===== src/rtl/spi3_pkg.sv =====
package spi3_pkg;

    localparam int ADDR_W = 6;
    localparam int DATA_W = 8;
    localparam int RES_W  = 3;
    localparam int CMD_RD_BITS = 7;
    localparam int CNT_W  = $clog2(DATA_W) + 1;

    localparam logic [ADDR_W-1:0] A_SCRATCH = ADDR_W'(0);
    localparam logic [ADDR_W-1:0] A_IDENT   = ADDR_W'(1);
    localparam logic [ADDR_W-1:0] A_RES     = ADDR_W'(2);
    localparam logic [ADDR_W-1:0] A_MODE    = ADDR_W'(3);

    localparam int MODE_ON_BIT  = 0;
    localparam int MODE_SEL_BIT = 7;

    typedef enum logic [2:0] {
        FR_IDLE,
        FR_CMD,
        FR_TURN,
        FR_RDATA,
        FR_WDATA,
        FR_SKIP
    } frame_st_e;

    typedef struct packed {
        frame_st_e          st;
        logic [CNT_W-1:0]   cnt;
        logic [DATA_W-1:0]  sh;
        logic [ADDR_W-1:0]  addr;
        logic [DATA_W-1:0]  rsh;
        logic               oe;
        logic               sdo;
        logic               wr;
        logic [DATA_W-1:0]  wdata;
    } frame_s;

    typedef struct packed {
        logic [DATA_W-1:0] scratch;
        logic [RES_W-1:0]  res;
        logic              sel;
        logic              on;
    } regs_s;

endpackage


===== src/rtl/spi3_sync.sv =====
module spi3_sync #(
    parameter int              W      = 3,
    parameter int              STAGES = 2,
    parameter logic [W-1:0]    RST    = '1
) (
    input  logic         clk,
    input  logic         rst_n,
    input  logic [W-1:0] async_i,
    output logic [W-1:0] sync_o,
    output logic [W-1:0] prev_o
);

    logic [W-1:0] chain_q [STAGES+1];
    logic [W-1:0] chain_d [STAGES+1];

    always_comb begin
        chain_d[0] = async_i;
        for (int i = 1; i <= STAGES; i++) begin
            chain_d[i] = chain_q[i-1];
        end
    end

    generate
        for (genvar g = 0; g <= STAGES; g++) begin : g_stage
            always_ff @(posedge clk or negedge rst_n) begin
                if (!rst_n) chain_q[g] <= RST;
                else        chain_q[g] <= chain_d[g];
            end
        end
    endgenerate

    assign sync_o = chain_q[STAGES-1];
    assign prev_o = chain_q[STAGES];

endmodule


===== src/rtl/spi3_frame.sv =====
module spi3_frame
    import spi3_pkg::*;
(
    input  logic               clk,
    input  logic               rst_n,
    input  logic               cs_hi,
    input  logic               rise,
    input  logic               fall,
    input  logic               din,
    input  logic [DATA_W-1:0]  rd_data,
    output logic [ADDR_W-1:0]  addr,
    output logic               wr_en,
    output logic [DATA_W-1:0]  wr_data,
    output logic               sdo,
    output logic               oe
);

    localparam logic [CNT_W-1:0] LAST_BIT = CNT_W'(DATA_W - 1);
    localparam logic [CNT_W-1:0] RD_BIT   = CNT_W'(CMD_RD_BITS - 1);

    frame_s q, d;

    always_comb begin
        d    = q;
        d.wr = 1'b0;
        if (cs_hi) begin
            d.st  = FR_IDLE;
            d.oe  = 1'b0;
            d.cnt = '0;
        end else begin
            unique case (q.st)
                FR_IDLE: begin
                    d.st  = FR_CMD;
                    d.cnt = '0;
                    d.sh  = '0;
                end
                FR_CMD: begin
                    if (rise) begin
                        d.sh  = {q.sh[DATA_W-2:0], din};
                        d.cnt = q.cnt + 1'b1;
                        if (q.cnt == RD_BIT && din) begin
                            d.st   = FR_TURN;
                            d.addr = q.sh[ADDR_W-1:0];
                        end else if (q.cnt == LAST_BIT) begin
                            if (!din && !q.sh[0]) begin
                                d.st   = FR_WDATA;
                                d.addr = q.sh[ADDR_W:1];
                                d.cnt  = '0;
                            end else begin
                                d.st = FR_SKIP;
                            end
                        end
                    end
                end
                FR_TURN: begin
                    if (fall) begin
                        d.oe  = 1'b1;
                        d.sdo = rd_data[DATA_W-1];
                        d.rsh = {rd_data[DATA_W-2:0], 1'b0};
                        d.cnt = '0;
                        d.st  = FR_RDATA;
                    end
                end
                FR_RDATA: begin
                    if (fall) begin
                        if (q.cnt == LAST_BIT) begin
                            d.oe = 1'b0;
                            d.st = FR_SKIP;
                        end else begin
                            d.sdo = q.rsh[DATA_W-1];
                            d.rsh = {q.rsh[DATA_W-2:0], 1'b0};
                            d.cnt = q.cnt + 1'b1;
                        end
                    end
                end
                FR_WDATA: begin
                    if (rise) begin
                        d.sh  = {q.sh[DATA_W-2:0], din};
                        d.cnt = q.cnt + 1'b1;
                        if (q.cnt == LAST_BIT) begin
                            d.wr    = 1'b1;
                            d.wdata = {q.sh[DATA_W-2:0], din};
                            d.st    = FR_SKIP;
                        end
                    end
                end
                default: ;
            endcase
        end
    end

    always_ff @(posedge clk or negedge rst_n) begin
        if (!rst_n) begin
            q <= '{st: FR_IDLE, default: '0};
        end else begin
            q <= d;
        end
    end

    assign addr    = q.addr;
    assign wr_en   = q.wr;
    assign wr_data = q.wdata;
    assign sdo     = q.sdo;
    assign oe      = q.oe;

    // line released once chip select has been high for a cycle
    assert_oe_released_R3: assert property (@(posedge clk) disable iff (!rst_n)
        (cs_hi && $past(cs_hi)) |-> !q.oe);

    // driver turns on only at a falling serial clock edge
    assert_oe_on_fall_R2: assert property (@(posedge clk) disable iff (!rst_n)
        $rose(q.oe) |-> $past(fall));

    // a launched bit holds until the next falling edge
    assert_sdo_hold_R2: assert property (@(posedge clk) disable iff (!rst_n)
        (q.oe && $past(q.oe) && !$past(fall)) |-> $stable(q.sdo));

    // no write strobe while skipping to end of frame
    assert_no_late_write_R12: assert property (@(posedge clk) disable iff (!rst_n)
        ($past(q.st == FR_SKIP)) |-> !q.wr);

endmodule


===== src/rtl/spi3_regs.sv =====
module spi3_regs
    import spi3_pkg::*;
#(
    parameter logic [3:0]       CHIP_ID     = 4'h3,
    parameter logic [3:0]       REVISION    = 4'h1,
    parameter logic [RES_W-1:0] RES_DEFAULT = '1
) (
    input  logic               clk,
    input  logic               rst_n,
    input  logic [ADDR_W-1:0]  addr,
    input  logic               wr_en,
    input  logic [DATA_W-1:0]  wr_data,
    output logic [DATA_W-1:0]  rd_data,
    output logic [RES_W-1:0]   res_reg,
    output logic               sel_reg,
    output logic               on_reg
);

    regs_s q, d;

    always_comb begin
        d = q;
        if (wr_en) begin
            unique case (addr)
                A_SCRATCH: d.scratch = wr_data;
                A_RES:     d.res     = wr_data[RES_W-1:0];
                A_MODE: begin
                    d.sel = wr_data[MODE_SEL_BIT];
                    d.on  = wr_data[MODE_ON_BIT];
                end
                default: ;
            endcase
        end
    end

    always_comb begin
        rd_data = '0;
        unique case (addr)
            A_SCRATCH: rd_data = q.scratch;
            A_IDENT:   rd_data = {CHIP_ID, REVISION};
            A_RES:     rd_data[RES_W-1:0] = q.res;
            A_MODE: begin
                rd_data[MODE_SEL_BIT] = q.sel;
                rd_data[MODE_ON_BIT]  = q.on;
            end
            default: ;
        endcase
    end

    always_ff @(posedge clk or negedge rst_n) begin
        if (!rst_n) begin
            q <= '{scratch: '0, res: RES_DEFAULT, sel: 1'b0, on: 1'b0};
        end else begin
            q <= d;
        end
    end

    assign res_reg = q.res;
    assign sel_reg = q.sel;
    assign on_reg  = q.on;

    // scratch changes only in the cycle after a write strobe
    assert_scratch_only_written_R4: assert property (@(posedge clk) disable iff (!rst_n)
        !$past(wr_en) |-> $stable(q.scratch));

    // control byte changes only in the cycle after a write strobe
    assert_mode_only_written_R7: assert property (@(posedge clk) disable iff (!rst_n)
        !$past(wr_en) |-> ($stable(q.sel) && $stable(q.on)));

endmodule


===== src/rtl/spi3_regslave.sv =====
module spi3_regslave
    import spi3_pkg::*;
#(
    parameter int               SYNC_STAGES = 2,
    parameter logic [3:0]       CHIP_ID     = 4'h3,
    parameter logic [3:0]       REVISION    = 4'h1,
    parameter logic [RES_W-1:0] RES_DEFAULT = '1
) (
    input  logic             clk,
    input  logic             rst_n,
    input  logic             cs_n,
    input  logic             sclk,
    input  logic             sdio_in,
    output logic             sdio_out,
    output logic             sdio_oe,
    input  logic [RES_W-1:0] pin_res,
    input  logic             pin_on,
    output logic [RES_W-1:0] res_code,
    output logic             panel_on
);

    localparam int IDX_CS = 2;
    localparam int IDX_CK = 1;
    localparam int IDX_DI = 0;

    logic [2:0]        s_now, s_prev;
    logic              rise, fall;
    logic [ADDR_W-1:0] addr;
    logic              wr_en;
    logic [DATA_W-1:0] wr_data, rd_data;
    logic [RES_W-1:0]  res_reg;
    logic              sel_reg, on_reg;

    spi3_sync #(
        .W      (3),
        .STAGES (SYNC_STAGES),
        .RST    (3'b111)
    ) u_sync (
        .clk     (clk),
        .rst_n   (rst_n),
        .async_i ({cs_n, sclk, sdio_in}),
        .sync_o  (s_now),
        .prev_o  (s_prev)
    );

    assign rise = s_now[IDX_CK] & ~s_prev[IDX_CK];
    assign fall = ~s_now[IDX_CK] & s_prev[IDX_CK];

    spi3_frame u_frame (
        .clk     (clk),
        .rst_n   (rst_n),
        .cs_hi   (s_now[IDX_CS]),
        .rise    (rise),
        .fall    (fall),
        .din     (s_now[IDX_DI]),
        .rd_data (rd_data),
        .addr    (addr),
        .wr_en   (wr_en),
        .wr_data (wr_data),
        .sdo     (sdio_out),
        .oe      (sdio_oe)
    );

    spi3_regs #(
        .CHIP_ID     (CHIP_ID),
        .REVISION    (REVISION),
        .RES_DEFAULT (RES_DEFAULT)
    ) u_regs (
        .clk     (clk),
        .rst_n   (rst_n),
        .addr    (addr),
        .wr_en   (wr_en),
        .wr_data (wr_data),
        .rd_data (rd_data),
        .res_reg (res_reg),
        .sel_reg (sel_reg),
        .on_reg  (on_reg)
    );

    assign res_code = sel_reg ? res_reg : pin_res;
    assign panel_on = sel_reg ? on_reg  : pin_on;

endmodule


===== config.mk =====
export PLATFORM = sky130hd
export DESIGN_NAME = spi3_regslave
export DESIGN_NICKNAME = d
export VERILOG_FILES = /design/src/rtl/spi3_pkg.sv /design/src/rtl/spi3_sync.sv /design/src/rtl/spi3_frame.sv /design/src/rtl/spi3_regs.sv /design/src/rtl/spi3_regslave.sv
export SDC_FILE = /design/constraint.sdc
export NUM_CORES = 1
export LEC_CHECK = 0
export BUFFER_PORTS_ARGS = -buffer_cell sky130_fd_sc_hd__clkbuf_2
export CELL_PAD_IN_SITES_DETAIL_PLACEMENT = 1
export CELL_PAD_IN_SITES_GLOBAL_PLACEMENT = 1
export CORE_UTILIZATION = 40
export CTS_BUF_LIST = sky130_fd_sc_hd__clkbuf_8
export DETAILED_ROUTE_END_ITERATION = 8
export PLACE_DENSITY = 0.77
export SLEW_MARGIN = 10
export SYNTH_ARGS = -nofsm -noshare
export SYNTH_HDL_FRONTEND = slang
export SYNTH_SLANG_ARGS = --single-unit

===== constraint.sdc =====
create_clock -name clk -period 6.58 [get_ports clk]
set_clock_uncertainty 0.2 [all_clocks]
set_input_delay 0.329 -clock clk [delete_from_list [all_inputs] [get_ports clk]]
set_output_delay 0.329 -clock clk [all_outputs]
set_load 0.005 [all_outputs]

==> out/metrics.cfg <==
[layout]
nets = 263
multi_input_area_sq_um = 1200
final_area_sq_um = 3070
drive_gt1_share_pct = 30.4
fill_cells = 724
regArea_sq_um = 1460
area_growth_syn_to_layout_pct = 10.2
largest_reg_flops = 21
largest_register = u_frame.q
final_util_pct = 45.4
diodes = 0

[run_status]
status = finished, final reports clean

[clock_tree]
numCtsBuffers = 9
numClockSinks = 58
cts_tree = done
max-clock-path-buffers = 2
ctsResizeCount = 0
path_clk_slew_ns = 0.07
htreeDepth = 3
cts-root-buf = clkbuf_8
clk_latency_ns = 0.33

[pwr]
p_leak_nw = 1.43
peakVddDrop_mv = 0.106
power_uw = 714
p_per_area_nw_per_um2 = 233

[yosys]
synth_area_sq_um = 2790
synth_most_common_cell = dfrtp_1
synth-simple-area-share_pct = 13.3
synth_adder_area_share_pct = 0.898
synthCells = 236
synth_edf_count = 0
ys_types = 52
synth_area_leaders = dfrtp_1, dfstp_2, mux2_2
yosysTopAreaCell = dfrtp_1
ys_ff_latch = 58
synth_fp_nets = 247
async_flop_share_pct = 100
synth_compound_area_share_pct = 12.6
synthTopCellsByCount = dfrtp_1, nor2_1, mux2_2
synth_top_family_by_area = multiplexers
yosys_warnings = 0
synthFlopType = dfrtp_1
synthXorXnorAreaFrac_pct = 0.314
synthMuxAreaShare_pct = 15.9
synth_top_area_share_pct = 43.1
avgSynthCellArea_sq_um = 11.8
seq_area_frac_synth_pct = 52.6

[detailed_routing]
viasPerCell = 5.53
remaining_drc_errors = 0
vias = 1862
wl_per_cell_um = 17.1
firstDrtPassIters = 4
wirelength_um = 5760
drt_iter0_markers = 146
postRouteAntennaNets = 0

[worst_setup_path]
worstPathRequired_ns = 6.63
cp_slowest_cell = a21oi_1
cp-start-kind = flip-flop
crit_path_end_kind = flip-flop
max_stage_delay_ns = 0.83
cp_cell_sequence = inv_1, ha_1, nand4b_1, a21oi_1, nor2_1, a21oi_1
cp.arrival_ns = 2.56
timing_worst_setup_path_type = reg2reg
worst-path-max-fanout = 12
critPathMostFrequentCell = a21oi_1

[place]
postPlaceCellArea_sq_um = 2870
io_buffers = 14
gp_congestion = 0.821
dpl.hpwl_um = 3930

[global_routing]
grt_util_all_layers_pct = 17.7
grt_max_degree = 59
grt_pass1_vias = 1947
grt_pass1_wl_um = 9760
gr-total-overflow = 0
antenna_found_initial = 0

[sta]
finalSetupTns_ns = 0
setup_violations = 0
final-hold-violation-count = 0
drv_slew = 0
fmax_ghz = 0.398
worst_slew_pin_slew_ns = 0.804
fin_crit_ns = 2.51
slew-limit-headroom_pct = 46.4
post-route-period-util_pct = 38.2
grt_setup_unrepaired = no

[die]
pin_count = 15
num_rows = 30
dieHeight_um = 85.4
coreArea_sq_um = 6760
dieArea_sq_um = 7300
die_x_um = 85.4
start_util_pct = 41.2

[min_path]
min_path_type = reg2reg

[flow_run]
drv_cap = 0

## what timing repair did
action,4_1_cts,5_1_grt
hold buffers,4,0
setup endpoints to repair,0,0
buffers inserted,0,0
hold endpoints to repair,51,0
## cells by family after synthesis
logic type | count (synthesis)
mux | 37
xor+xnor | 1
simple gates | 67
compound gates | 50
flops | 58
fa+ha+maj | 2
buf+inv | 21
## layout make-up
type / instances / share of cell area, %
well taps: 80 / 3.26
multi-input cells: 157 / 39.0
flip-flops and latches: 58 / 47.7
inverters: 7 / 0.856
clock inverters: 6 / 0.856
clock buffers: 10 / 4.48
repair buffers: 19 / 3.83
## layout by cell type, fill, tap and decap left out, types with 4 or more instances in the layout
master	Yosys	layout
mux2_2	21	21
nor2_1	22	22
a22o_1	8	8
a31oi_1	5	5
dfrtp_1	48	48
nand2_1	10	10
mux2i_1	7	7
dfstp_2	10	10
clkbuf_8	0	10
nand3_1	5	5
a21oi_1	15	15
o21ai_0	5	5
mux2_4	9	9
nand2b_1	4	4
inv_1	6	9
dlygate4sd3_1	0	4
clkbuf_2	0	14
## worst max-delay path, delay by kind of cell, from the launching register on
kind,cells,cell delay [ns]
buffers and inverters,1,0.11
adders and majority gates,1,0.19
and+or+nand+nor,2,0.56
AOI/OAI and AO/OA,2,0.98
DFF,1,0.40
## power breakdown
| group | total (mW) | switching, mW | internal, mW |
|---|---|---|---|
| Combinational | 0.0612 | 0.0362 | 0.0250 |
| Sequential | 0.381 | 0.0152 | 0.365 |
| Clock | 0.272 | 0.132 | 0.141 |
## metrics by stage
stage	worst slack [ns]	std cells	hold slack, ns
final	4.07	337	0.156
after global routing	3.76	337	0.161
after CTS	4.09	337	0.157
after detailed placement	4.10	317	0.147
after global placement	4.21	317	0.145
after floorplan	4.52	236	-0.167
## final timing paths
path / cells past startpoint / startpoint / end / slack [ns]
max in group asynchronous: 3 / rst_n / u_frame.q[28] / 5.21
min in group asynchronous: 3 / rst_n / u_frame.oe / 0.48
setup / recovery: 6 / u_frame.q[33] / u_frame.addr[1] / 4.07
hold / removal: 0 / u_sync.chain_d[3] / u_sync.sync_o[0] / 0.16
hold reg to reg: 0 / u_sync.chain_d[3] / u_sync.sync_o[0] / 0.16
setup reg to reg: 6 / u_frame.q[33] / u_frame.addr[1] / 4.07
## metal layers
metal | vias to the layer above | track usage [%] | wire length [um]
li1 | 878 | - | -
met1 | 955 | 24.1 | 2800
met2 | 20 | 26.8 | 2750
met3 | 9 | 4.18 | 129
met4 | 0 | 8.03 | 78
met5 | - | 0 | 0
No activity file was read; power rests on OpenSTA's default activity.
